### src/rtl/irq_pkg.sv
// Package: shared addresses, field positions and sense-mode encoding for the
// interrupt front end. Assumes a 6-bit I/O address space.
package irq_pkg;
    localparam int ADDR_W   = 6;
    localparam int DATA_W   = 8;
    localparam int EXT_N    = 2;
    localparam int PC_N     = 16;

    localparam logic [ADDR_W-1:0] ADR_ENABLE = 6'h3B;
    localparam logic [ADDR_W-1:0] ADR_FLAG   = 6'h3A;
    localparam logic [ADDR_W-1:0] ADR_MSK_LO = 6'h23;
    localparam logic [ADDR_W-1:0] ADR_MSK_HI = 6'h22;
    localparam logic [ADDR_W-1:0] ADR_SENSE  = 6'h35;

    // Bit positions shared by the enable and flag registers
    localparam int BIT_EXT1 = 7;
    localparam int BIT_EXT0 = 6;
    localparam int BIT_PC   = 5;   // flag register
    localparam int BIT_G1   = 5;   // enable register, group 1
    localparam int BIT_G0   = 4;   // enable register, group 0

    typedef enum logic [1:0] {
        SNS_LOW  = 2'b00,
        SNS_ANY  = 2'b01,
        SNS_FALL = 2'b10,
        SNS_RISE = 2'b11
    } sense_e;
endpackage

### src/rtl/irq_sync.sv
// Module: two-flop synchroniser plus a history flop per bit.
// Outputs the synchronised sample and the sample from one cycle earlier, so
// the consumers can detect edges. Assumes the inputs are asynchronous pads.
module irq_sync #(
    parameter int W = 2
) (
    input  logic         clk,
    input  logic         rst_n,
    input  logic [W-1:0] pad,
    output logic [W-1:0] cur,
    output logic [W-1:0] prev
);
    logic [W-1:0] meta;

    // Capture the pad, settle it, then keep one cycle of history
    always_ff @(posedge clk) begin
        if (!rst_n) begin
            meta <= '0;
            cur  <= '0;
            prev <= '0;
        end else begin
            meta <= pad;
            cur  <= meta;
            prev <= cur;
        end
    end
endmodule

### src/rtl/irq_ext_sense.sv
// Module: per-pin event decoder for the external interrupt pins.
// Turns a synchronised sample pair into an edge event according to the shared
// sense mode, and reports the low level separately. Purely combinational.
module irq_ext_sense
    import irq_pkg::*;
#(
    parameter int N = 2
) (
    input  sense_e       mode,
    input  logic [N-1:0] cur,
    input  logic [N-1:0] prev,
    output logic [N-1:0] hit,
    output logic [N-1:0] low
);
    for (genvar i = 0; i < N; i++) begin : g_pin
        // Decode one pin's event for the selected mode
        always_comb begin
            low[i] = ~cur[i];
            unique case (mode)
                SNS_ANY:  hit[i] = cur[i] ^ prev[i];
                SNS_FALL: hit[i] = prev[i] & ~cur[i];
                SNS_RISE: hit[i] = cur[i] & ~prev[i];
                default:  hit[i] = 1'b0;
            endcase
        end
    end
endmodule

### src/rtl/irq_pc_detect.sv
// Module: pin-change detector with per-pin masks and two uneven groups.
// Pins G0_LO..G0_HI belong to group 0, all others to group 1. A pin
// contributes when it changed, its mask bit is set and its group is enabled.
module irq_pc_detect #(
    parameter int N     = 16,
    parameter int G0_LO = 8,
    parameter int G0_HI = 11
) (
    input  logic [N-1:0] cur,
    input  logic [N-1:0] prev,
    input  logic [N-1:0] mask,
    input  logic         grp0_en,
    input  logic         grp1_en,
    output logic         any_hit
);
    logic [N-1:0] pin_hit;

    for (genvar i = 0; i < N; i++) begin : g_pin
        localparam bit IN_G0 = (i >= G0_LO) && (i <= G0_HI);
        if (IN_G0) begin : g_grp0
            // Qualify a change on a group-0 pin
            assign pin_hit[i] = (cur[i] ^ prev[i]) & mask[i] & grp0_en;
        end else begin : g_grp1
            // Qualify a change on a group-1 pin
            assign pin_hit[i] = (cur[i] ^ prev[i]) & mask[i] & grp1_en;
        end
    end

    // Merge all qualified pins into the single shared event
    assign any_hit = |pin_hit;
endmodule

### src/rtl/irq_front_end.sv
// Module: external and pin-change interrupt front end (top).
// Holds the enable, flag, sense and mask registers on a byte-wide bus, runs
// pad detection, and drives per-vector requests gated by gie. Assumes one
// bus write per strobe cycle and single-cycle acknowledge pulses.
module irq_front_end
    import irq_pkg::*;
(
    input  logic              clk,
    input  logic              rst_n,
    input  logic [ADDR_W-1:0] bus_addr,
    input  logic              bus_wr,
    input  logic [DATA_W-1:0] bus_wdata,
    output logic [DATA_W-1:0] bus_rdata,
    input  logic              gie,
    input  logic [EXT_N-1:0]  ext_pin,
    input  logic [PC_N-1:0]   pc_pin,
    input  logic              ack_ext0,
    input  logic              ack_ext1,
    input  logic              ack_pc,
    output logic              irq_ext0,
    output logic              irq_ext1,
    output logic              irq_pc
);
    localparam int MSK_W = PC_N / 2;

    logic [3:0]       en_q;          // {ext1, ext0, g1, g0}
    sense_e           sense_q;
    logic [PC_N-1:0]  mask_q;
    logic             fl_e0, fl_e1, fl_pc;

    logic [EXT_N-1:0] ext_cur, ext_prev, ext_hit, ext_low;
    logic [PC_N-1:0]  pc_cur, pc_prev;
    logic             pc_hit;

    logic wr_en, wr_flag, wr_sense, wr_lo, wr_hi;
    logic clr_e0, clr_e1, clr_pc;

    irq_sync #(.W(EXT_N)) u_ext_sync (
        .clk(clk), .rst_n(rst_n), .pad(ext_pin), .cur(ext_cur), .prev(ext_prev)
    );

    irq_sync #(.W(PC_N)) u_pc_sync (
        .clk(clk), .rst_n(rst_n), .pad(pc_pin), .cur(pc_cur), .prev(pc_prev)
    );

    irq_ext_sense #(.N(EXT_N)) u_ext_sense (
        .mode(sense_q), .cur(ext_cur), .prev(ext_prev), .hit(ext_hit), .low(ext_low)
    );

    irq_pc_detect #(.N(PC_N), .G0_LO(8), .G0_HI(11)) u_pc_detect (
        .cur(pc_cur), .prev(pc_prev), .mask(mask_q),
        .grp0_en(en_q[0]), .grp1_en(en_q[1]), .any_hit(pc_hit)
    );

    // Decode which register a write strobe targets
    always_comb begin
        wr_en    = bus_wr && (bus_addr == ADR_ENABLE);
        wr_flag  = bus_wr && (bus_addr == ADR_FLAG);
        wr_sense = bus_wr && (bus_addr == ADR_SENSE);
        wr_lo    = bus_wr && (bus_addr == ADR_MSK_LO);
        wr_hi    = bus_wr && (bus_addr == ADR_MSK_HI);
    end

    // Combine write-one-to-clear and vector acknowledge into clear strobes
    always_comb begin
        clr_e0 = (wr_flag && bus_wdata[BIT_EXT0]) || ack_ext0;
        clr_e1 = (wr_flag && bus_wdata[BIT_EXT1]) || ack_ext1;
        clr_pc = (wr_flag && bus_wdata[BIT_PC])   || ack_pc;
    end

    // Hold the software-written configuration registers
    always_ff @(posedge clk) begin
        if (!rst_n) begin
            en_q    <= '0;
            sense_q <= SNS_LOW;
            mask_q  <= '0;
        end else begin
            if (wr_en)    en_q    <= bus_wdata[7:4];
            if (wr_sense) sense_q <= sense_e'(bus_wdata[1:0]);
            if (wr_lo)    mask_q[MSK_W-1:0]    <= bus_wdata;
            if (wr_hi)    mask_q[PC_N-1:MSK_W] <= bus_wdata;
        end
    end

    // Update the flags, a set event taking priority over any clear
    always_ff @(posedge clk) begin
        if (!rst_n) begin
            fl_e0 <= 1'b0;
            fl_e1 <= 1'b0;
            fl_pc <= 1'b0;
        end else begin
            if (ext_hit[0])  fl_e0 <= 1'b1;
            else if (clr_e0) fl_e0 <= 1'b0;
            if (ext_hit[1])  fl_e1 <= 1'b1;
            else if (clr_e1) fl_e1 <= 1'b0;
            if (pc_hit)      fl_pc <= 1'b1;
            else if (clr_pc) fl_pc <= 1'b0;
        end
    end

    // Read mux, unimplemented bits and addresses return zero
    always_comb begin
        bus_rdata = '0;
        unique case (bus_addr)
            ADR_ENABLE: bus_rdata = {en_q, 4'b0000};
            ADR_FLAG:   bus_rdata = {fl_e1, fl_e0, fl_pc, 5'b00000};
            ADR_SENSE:  bus_rdata = {6'b000000, sense_q};
            ADR_MSK_LO: bus_rdata = mask_q[MSK_W-1:0];
            ADR_MSK_HI: bus_rdata = mask_q[PC_N-1:MSK_W];
            default:    bus_rdata = '0;
        endcase
    end

    // Form the requests: level mode follows the pin, edge modes the flag
    always_comb begin
        if (sense_q == SNS_LOW) begin
            irq_ext0 = gie && en_q[2] && ext_low[0];
            irq_ext1 = gie && en_q[3] && ext_low[1];
        end else begin
            irq_ext0 = gie && en_q[2] && fl_e0;
            irq_ext1 = gie && en_q[3] && fl_e1;
        end
        irq_pc = gie && (en_q[1] || en_q[0]) && fl_pc;
    end

    // Requests never assert while the global enable is low
    assert_gie_gate_R3: assert property (@(posedge clk) disable iff (!rst_n)
        (irq_ext0 || irq_ext1 || irq_pc) |-> gie);

    // No external-0 flag appears while in low-level mode
    assert_level_no_flag_R5: assert property (@(posedge clk) disable iff (!rst_n)
        (sense_q == SNS_LOW && !fl_e0 && !bus_wr) |=> !fl_e0);

    // With both groups disabled the pin-change flag cannot rise
    assert_group_off_quiet_R6: assert property (@(posedge clk) disable iff (!rst_n)
        (en_q[1:0] == 2'b00 && !fl_pc && !bus_wr) |=> !fl_pc);

    // With every mask bit clear the pin-change flag cannot rise
    assert_mask_off_quiet_R7: assert property (@(posedge clk) disable iff (!rst_n)
        (mask_q == '0 && !fl_pc && !bus_wr) |=> !fl_pc);

    // Writing zero to a set flag bit leaves it set
    assert_w0_keeps_R8: assert property (@(posedge clk) disable iff (!rst_n)
        (wr_flag && !bus_wdata[BIT_EXT1] && !ack_ext1 && fl_e1) |=> fl_e1);

    // Acknowledge without a coincident event clears the pin-change flag
    assert_ack_clears_R9: assert property (@(posedge clk) disable iff (!rst_n)
        (ack_pc && !pc_hit) |=> !fl_pc);

    // An event coinciding with an acknowledge still leaves the flag set
    assert_set_wins_R10: assert property (@(posedge clk) disable iff (!rst_n)
        (ext_hit[0] && ack_ext0) |=> fl_e0);
endmodule

### config.mk
export PLATFORM = sky130hd
export DESIGN_NAME = irq_front_end
export DESIGN_NICKNAME = d
export VERILOG_FILES = /design/src/rtl/irq_pkg.sv /design/src/rtl/irq_sync.sv /design/src/rtl/irq_ext_sense.sv /design/src/rtl/irq_pc_detect.sv /design/src/rtl/irq_front_end.sv
export SDC_FILE = /design/constraint.sdc
export NUM_CORES = 1
export LEC_CHECK = 0
export BUFFER_PORTS_ARGS = -buffer_cell sky130_fd_sc_hd__buf_2
export CELL_PAD_IN_SITES_DETAIL_PLACEMENT = 2
export CELL_PAD_IN_SITES_GLOBAL_PLACEMENT = 2
export CORE_ASPECT_RATIO = 0.75
export CORE_MARGIN = 1
export CORE_UTILIZATION = 30
export CTS_CLUSTER_DIAMETER = 200
export DETAILED_ROUTE_END_ITERATION = 7
export HOLD_SLACK_MARGIN = 0.06
export PLACE_DENSITY_LB_ADDON = 0.25
export SETUP_SLACK_MARGIN = 0.5
export SLEW_MARGIN = 20
export SYNTH_ARGS = -nofsm -noshare
export SYNTH_HDL_FRONTEND = slang
export SYNTH_SLANG_ARGS = --single-unit
### constraint.sdc
create_clock -name clk -period 1.55 [get_ports clk]
set_input_delay 0.155 -clock clk [delete_from_list [all_inputs] [get_ports clk]]
set_output_delay 0.155 -clock clk [all_outputs]
set_load 0.005 [all_outputs]
==> results of run 1 <==
==> logic make-up (layout without fill, tap and decap cells) <==
group / count (synthesis) / count (layout) / synth area share, %
and+or+nand+nor: 129 / 129 / 23.5
xor gates and xnor gates: 16 / 16 / 4.64
buffers and inverters: 23 / 123 / 3.44
DFF: 79 / 79 / 52.4
muxes: 2 / 2 / 0.663
AOI/OAI and AO/OA: 56 / 56 / 13.7
adders and majority gates: 4 / 4 / 1.66
==> synthesized netlist by cell type, types with 3 or more instances <==
master / number / area (µm²)
dfxtp_1: 79 / 1580
and2_1: 54 / 338
nand2_1: 40 / 150
nand3_1: 22 / 110
a21boi_0: 19 / 143
a22oi_1: 17 / 128
xor2_1: 16 / 140
clkbuf_1: 10 / 37.5
inv_1: 9 / 33.8
a21oi_1: 5 / 25.0
nor2_1: 5 / 18.8
a21boi_1: 4 / 30.0
ha_1: 4 / 50.1
a311oi_1: 3 / 26.3
==> power groups by stage <==
| stage | sequential [W] | clock, W | combinational [W] |
|---|---|---|---|
| 4_1_cts | 0.00211 | 0.00221 | 0.000293 |
| 2_1_floorplan | 0.00215 | 0 | 0.000111 |
| 3_5_place_dp | 0.00216 | 0 | 0.000218 |
| 6_report | 0.00211 | 0.00216 | 0.000315 |
| 3_3_place_gp | 0.00216 | 0 | 0.000210 |
| 5_1_grt | 0.00212 | 0.00230 | 0.000343 |
==> registers in the layout, summed over array words and instances, names as in the netlist <==
| name | cells |
|---|---|
| u_pc_sync.cur | 16 |
| en_q | 4 |
| fl_e0 | 1 |
| u_ext_sync.cur | 2 |
| fl_pc | 1 |
| fl_e1 | 1 |
| u_ext_sync.prev | 2 |
| mask_q | 16 |
| sense_q | 2 |
| u_ext_sync.meta | 2 |
| u_pc_sync.meta | 16 |
| u_pc_sync.prev | 16 |
==> through the flow <==
stage	hold WS (ns)	instances	setup slack (ns)	area, µm²
final	0.105	541	0.140	4530
after floorplan	0.282	309	0.373	3030
after global placement	0.360	484	0.166	3460
after CTS	0.0923	531	0.120	4280
after global routing	0.0959	541	0.0977	4530
after detailed placement	0.366	484	0.0814	3460
==> routing by layer <==
| metal | GRT usage (%) | wire (µm) | up-vias |
|---|---|---|---|
| li1 | - | - | 1226 |
| met1 | 21.2 | 4170 | 1305 |
| met2 | 31.8 | 4940 | 53 |
| met3 | 6.06 | 407 | 11 |
| met4 | 5.94 | 134 | 0 |
| met5 | 0 | 0 | - |
==> repair_timing <==
action / in CTS / in global routing
endpoints found under the hold margin: 18 / 0
hold buffers: 18 / 0
cloned: 1 / 0
gates resized for setup: 52 / 55
pin swaps: 24 / 40
buffers inserted: 13 / 10
endpoints found under the setup margin: 30 / 34
==> worst max-delay path by stage <==
stage                start           end  slack (ns)  cells after the start
3_5_place_dp   bus_addr[2]       en_q[0]        0.08                      6
2_1_floorplan  bus_addr[3]  bus_rdata[4]        0.37                      5
5_1_grt         sense_q[1]      irq_ext1         0.1                      4
4_1_cts         sense_q[0]      irq_ext1        0.12                      4
3_3_place_gp   bus_addr[2]       en_q[0]        0.17                      6
6_report        sense_q[1]      irq_ext1        0.14                      4
==> worst register-to-register path: stages, from the launching register on <==
cell and delay, ns:
dfxtp_1 0.31, xor2_1 0.17, a22oi_2 0.22, nand4_1 0.14, o21ai_1 0.17, a21boi_1 0.08
==> area by class of cell <==
type,instances,area share (%)
sequential,79,35.4
multi-input combinational,207,35.3
timing repair buffer,99,18.1
clock buffer,11,5.58
tap,132,3.64
clock inverter,4,1.19
inverter,9,0.800
==> impl_results.md, run 1 <==
* Row cnt at 31
* Antenna-violating nets left at 0
* Max Cap Viol at 0
* Top FF cell, synth: dfxtp_1
* Commonest cells after routing, fill and taps aside: dfxtp_1 (70), and2_1 (54), buf_2 (44)
* Die H at 88.9 µm
* Crit-path leading delay family: flip-flops
* Setup_tns at 0 ns
* #FFs+latches synth at 79
* Worst-path clk slew at 0.06 ns
* Final hold violations at 0
* Synthesized area at 3020 µm²
* Number of flops mapped to enable cells by yosys at 0
* Drt first pass iters at 4
* Initial Util at 31.1%
* Reg area at 1600 µm²
* TritonCTS clock tree: yes
* Routed via count at 2595
* Area of the multi-input gates at 1600 µm²
* Worst hold endpoint: mask_q[2]
* Gr ovfl total at 0
* Share of post-route cells with drive strength above 1 at 38.9%
* Slew @ Worst Pin at 0.557 ns
* Vias/cell at 4.80
* Post-Synthesis Cells at 309
* Vias in the first global route at 2750
* Number of antenna violations at the first check in global routing at 0
* Synth-to-Final Area Change at 50.1%
* Final Cycle Share at 91.0%
* Final nets at 448
* Slew headroom at 62.9%
* Leak at 1.90 nW
* Clock buffer depth at 2
* Port buffer count at 49
* Drt initial violations at 72
* Util after Layout at 46.7%
* Pin count of the biggest net entering global routing at 32
* Drt wl/cell at 17.8 µm
* Outcome: finished clean
* Worst Path Arrival at 1.26 ns
* Worst hold stages at 3
* GRT Total Usage at 18.1%
* Combinational Power Share at 6.9%
* Final Critical Period at 1.41 ns
* Max Freq at 709 MHz
* Setup CP Type: reg2out
* CP Launch Type: flip-flop
* Register area share after synthesis at 52.4%
* Unrepaired setup endpoints after global routing: true
* Total die area at 10500 µm²
* WP buf/inv at 2
* Final setup fails at 0
* First-pass GRT wire length at 14300 µm
* Critical-path cell list: nor2_4 > buf_4 > a211oi_2 > buf_2
* Most common cell after layout, fill and taps aside: dfxtp_1
* Synth Net Count at 352
* Clock power share at 47.1%
* Later-pin clock latency in the skew report at 0.33 ns
* P_sw at 0.00100 W
* Final WL at 9650 µm
* Total power at 0.00459 W
* Cell Pwr Density at 1010 nW/µm²
* Switch share at 21.8%
* Class of the worst hold path: in2reg
* Core outline area at 9700 µm²
* Antenna cells at 0
* Critical register-to-register path startpoint: u_pc_sync.prev[15]
* Count of pins over their slew limit at 0
* Clock sinks at 79
* Maximum VDD drop at 0.494 mV
* CP peak stage delay at 0.37 ns
* CTS H-tree depth at 3
* CP max FO at 4
* Synth warnings at 0
* I/O pin count at 50
* Root Driver: clkbuf_16
* Seq pwr share at 46.1%
* Crit-path slowest cell: dfxtp_4
* Pint at 0.00359 W
* DRC errors left at 0
* Syn avg cell area at 9.77 µm²
* Crit. End Element: output pin
* Routability cong. at 0.724
* HP Start: bus_wdata[2]
* Reg2Reg Setup Slack at 0.34 ns
* Synth async-reset ratio at 0%
* Die X at 118 µm
* CTS buffer count at 9
* Filler cells at 1015
* Reg2Reg Depth at 5
* Crit Reg-Reg Endpoint: fl_pc
* Synth cell types at 28
* Critical path required time at 1.39 ns
* Worst clock skew at 0.00296 ns
* DP HPWL at 5520 µm
Power figures use the tool's default switching activity.
==> inputs of run 2 (changes only) <==
--- a/config.mk
+++ b/config.mk
@@ -15,6 +15,7 @@
 export DETAILED_ROUTE_END_ITERATION = 7
 export HOLD_SLACK_MARGIN = 0.06
 export PLACE_DENSITY_LB_ADDON = 0.25
+export RECOVER_POWER = 25
 export SETUP_SLACK_MARGIN = 0.5
 export SLEW_MARGIN = 20
 export SYNTH_ARGS = -nofsm -noshare
==> impl_results.md, run 2 (synthesis gave the netlist of run 1 again) <==
* Outcome: finished clean
* Pin count of the biggest net entering global routing at 32
* Filler cells at 1015
* Clock buffer depth at 2
* Die H at 88.9 µm
* Commonest cells after routing, fill and taps aside: dfxtp_1 (70), and2_1 (48), buf_2 (43)
* Worst Path Arrival at 1.26 ns
* DP HPWL at 5520 µm
* CTS buffer count at 9
* Vias in the first global route at 2750
* Worst-path clk slew at 0.06 ns
* Core outline area at 9700 µm²
* Later-pin clock latency in the skew report at 0.33 ns
* Antenna cells at 0
* Crit-path leading delay family: flip-flops
* Class of the worst hold path: in2reg
* Synth-to-Final Area Change at 50.1%
* Hold slack at 0.105 ns
* CP max FO at 4
* Final nets at 448
* Row cnt at 31
* Total power at 0.00459 W
* Setup_tns at 0 ns
* Worst clock skew at 0.00306 ns
* CTS H-tree depth at 3
* Unrepaired setup endpoints after global routing: true
* CP Launch Type: flip-flop
* Initial Util at 31.1%
* Setup WS pre-CTS at 0.0814 ns
* Drt first pass iters at 4
* Drt initial violations at 73
* Antenna-violating nets left at 0
* Maximum VDD drop at 0.494 mV
* Critical path required time at 1.39 ns
* Max Freq at 709 MHz
* Port buffer count at 49
* Slew @ Worst Pin at 1.08 ns
* Leak at 1.89 nW
* Share of post-route cells with drive strength above 1 at 38.6%
* Total die area at 10500 µm²
* WP buf/inv at 2
* Slew headroom at 28.1%
* Final setup fails at 0
* TritonCTS clock tree: yes
* Root Driver: clkbuf_16
* CP peak stage delay at 0.37 ns
* Final Critical Period at 1.41 ns
* Die X at 118 µm
* Util after Layout at 46.7%
* I/O pin count at 50
* Most common cell after layout, fill and taps aside: dfxtp_1
* Routability cong. at 0.724
* Critical-path cell list: nor2_4 > buf_4 > a211oi_2 > buf_2
* Routed via count at 2584
* Number of antenna violations at the first check in global routing at 0
* GRT Total Usage at 18.1%
* Max Cap Viol at 0
* Count of pins over their slew limit at 0
* Drt wl/cell at 17.8 µm
* Final hold violations at 0
* Crit. End Element: output pin
* Setup CP Type: reg2out
* Cell Pwr Density at 1010 nW/µm²
* DRC errors left at 0
* Gr ovfl total at 0
* Final WL at 9650 µm
* First-pass GRT wire length at 14300 µm
* Vias/cell at 4.78
* Crit-path slowest cell: dfxtp_4
* Clock sinks at 79
* Final worst slack at 0.140 ns
* Final Cycle Share at 91.0%
[run 2: worst min-delay path: stages]
cell	delay, ns
buf_2	0.12
nand3_1	0.06
a21boi_1	0.05
[run 2: routing by layer]
metal  GRT usage (%)  up-vias  routed length [µm]
li1                -     1224                   -
met1            21.2     1300                4200
met2            31.8       49                4920
met3            6.06       11                 393
met4            5.94        0                 134
met5               0        -                   0
[run 2: worst paths after layout]
check                     startpoint                 to  slack, ns  depth (start not counted)
hold / removal          bus_wdata[2]          mask_q[2]       0.10                          3
setup reg to reg  u_pc_sync.prev[15]              fl_pc       0.34                          5
setup / recovery          sense_q[1]           irq_ext1       0.14                          4
hold reg to reg   u_pc_sync.meta[12]  u_pc_sync.cur[12]       0.43                          1
[run 2: per-stage QoR]
stage,instances,area (µm²)
CTS,531,4280
detailed placement,484,3460
floorplan,309,3030
global placement,484,3460
finish,541,4530
global route,541,4530
[run 2: timing repair]
item	CTS	global route
pin swaps	24	40
gates resized for setup	52	55
hold endpoints to repair	18	0
gates cloned	1	0
endpoints found under the setup margin	30	34
hold buffers	18	0
buffers inserted	13	10
[run 2: where the power goes]
group	total, W	switching (W)	internal, W
sequential	0.00211	0.0000291	0.00208
clock	0.00216	0.000828	0.00133
combinational	0.000315	0.000143	0.000171
[run 2: layout make-up]
cell class / instances / area (µm²) / area share (%)
clock buffers: 11 / 253 / 5.58
clock inverters: 4 / 53.8 / 1.19
repair buffers: 99 / 821 / 18.1
inverters: 9 / 36.3 / 0.801
well taps: 132 / 165 / 3.64
multi-input cells: 207 / 1600 / 35.3
flip-flops and latches: 79 / 1600 / 35.4
==> inputs of run 3 (changes only) <==
--- a/config.mk
+++ b/config.mk
@@ -9,8 +9,7 @@
 export CELL_PAD_IN_SITES_DETAIL_PLACEMENT = 2
 export CELL_PAD_IN_SITES_GLOBAL_PLACEMENT = 2
 export CORE_ASPECT_RATIO = 0.75
-export CORE_MARGIN = 1
-export CORE_UTILIZATION = 30
+export CORE_UTILIZATION = 23
 export CTS_CLUSTER_DIAMETER = 200
 export DETAILED_ROUTE_END_ITERATION = 7
 export HOLD_SLACK_MARGIN = 0.06
==> impl_results.md, run 3 (synthesis gave the netlist of run 1 again) <==
* Outcome: finished clean
* Initial Util at 24.1%
* Worst clock skew at 0.00521 ns
* Final Cycle Share at 88.3%
* Antenna-violating nets left at 0
* Drt wl/cell at 14.9 µm
* Vias in the first global route at 2651
* Crit-path slowest cell: dfxtp_4
* Max Freq at 731 MHz
* Setup CP Type: reg2out
* GR Util met2 at 20.4%
* Final WL at 8500 µm
* Unrepaired setup endpoints after global routing: true
* Met1 usage at 16.6%
* Max Cap Viol at 0
* Slew @ Worst Pin at 0.741 ns
* Commonest cells after routing, fill and taps aside: dfxtp_1 (71), and2_1 (52), buf_2 (45)
* Switch share at 22.6%
* Die X at 134 µm
* CP peak stage delay at 0.36 ns
* Maximum VDD drop at 0.579 mV
* DRC errors left at 0
* CP Launch Type: flip-flop
* CTS H-tree depth at 3
* CTS buffer count at 9
* TritonCTS clock tree: yes
* Crit. End Element: output pin
* Seq pwr share at 48.7%
* Row cnt at 35
* Core outline area at 12500 µm²
* WP buf/inv at 1
* Gr ovfl total at 0
* Total die area at 13600 µm²
* Critical path required time at 1.39 ns
* Met3 usage at 4.05%
* Share of post-route cells with drive strength above 1 at 33.7%
* Count of pins over their slew limit at 0
* Cell Pwr Density at 995 nW/µm²
* Combinational Power Share at 6.5%
* Root Driver: clkbuf_16
* Clock buffer depth at 2
* Crit-path leading delay family: flip-flops
* Worst Path Arrival at 1.21 ns
* Later-pin clock latency in the skew report at 0.34 ns
* Routed via count at 2506
* Synth-to-Final Area Change at 44.2%
* Worst-path clk slew at 0.06 ns
* Vias/cell at 4.38
* Final Critical Period at 1.37 ns
* Setup_tns at 0 ns
* Leak at 1.82 nW
* Drt first pass iters at 4
* Drt initial violations at 73
* Routability cong. at 0.723
* Final hold violations at 0
* Final nets at 445
* Number of antenna violations at the first check in global routing at 0
* Port buffer count at 49
* Clock sinks at 79
* CP max FO at 4
* Most used routing layer: met2
* I/O pin count at 50
* Pint at 0.00335 W
* Most common cell after layout, fill and taps aside: dfxtp_1
* Antenna cells at 0
* Critical-path cell list: nor2_4 > nor2_1 > a211oi_1 > buf_2
* Slew headroom at 50.6%
* GRT Total Usage at 12.9%
* Die H at 101 µm
* Setup WS pre-CTS at 0.0915 ns
* Clock power share at 44.8%
* First-pass GRT wire length at 13200 µm
* Class of the worst hold path: in2reg
* Reg2Reg Setup Slack at 0.37 ns
* Pin count of the biggest net entering global routing at 34
* P_sw at 0.000980 W
* DP HPWL at 5580 µm
* Final setup fails at 0
* Final worst slack at 0.182 ns
==> run 3: cell types whose count changed in the layout (fill, tap and decap cells not counted), sizes merged <==
cell,before,now
buf,79,75
clkinv,0,2
bufinv,1,0
==> run 3: what timing repair did <==
item,in CTS,in global routing
setup endpoints to repair,28,34
hold buffers,18,0
pin swaps,8,30
setup buffers,10,11
hold endpoints to repair,18,0
resized for setup,17,53
==> run 3: metrics by stage <==
step           utilization (%)  instances  hold slack (ns)  instance area [µm²]  power, W
6_report                  34.8        572            0.112                 4350   0.00433
5_1_grt                   34.8        572            0.104                 4350   0.00453
4_1_cts                   32.7        561           0.0968                 4100   0.00439
3_5_place_dp              28.1        518            0.366                 3520   0.00238
3_3_place_gp              28.1        518            0.360                 3520   0.00237
2_1_floorplan                -        309            0.282                 3030   0.00226
==> run 3: final cells by class <==
cell class              count  area, µm²
repair buffers             96        731
fillers                  1387       8170
flip-flops and latches     79       1600
well taps                 166        208
clock buffers              10        239
multi-input cells         207       1500
inverters                   9       36.3
clock inverters             5       33.8
==> run 3: final timing paths <==
path / start / to / depth (start not counted)
setup reg to reg: u_ext_sync.cur[0] / fl_e0 / 6
hold reg to reg: u_pc_sync.meta[7] / u_pc_sync.cur[7] / 1
setup / recovery: sense_q[0] / irq_ext1 / 4
hold / removal: bus_wdata[2] / mask_q[10] / 3
==> run 3: layer usage <==
layer / vias up / wire length, µm / part of all wire [%]
met5: - / 0 / 0
met4: 0 / 114 / 1.3
met3: 11 / 361 / 4.2
met2: 48 / 3860 / 45
met1: 1224 / 4170 / 49
li1: 1223 / - / -
==> run 3: worst reg2reg max path, stage by stage (launching register included) <==
cell,delay [ns]
dfxtp_4,0.38
inv_2,0.05
ha_4,0.26
inv_2,0.03
a21oi_2,0.13
a21oi_2,0.05
o21a_1,0.19
==> run 3: power by group through the flow <==
stage / logic [W] / clock network, W / registers, W
3_3_place_gp: 0.000214 / 0 / 0.00216
3_5_place_dp: 0.000219 / 0 / 0.00216
5_1_grt: 0.000310 / 0.00210 / 0.00212
4_1_cts: 0.000264 / 0.00202 / 0.00211
6_report: 0.000280 / 0.00194 / 0.00211
2_1_floorplan: 0.000111 / 0 / 0.00215
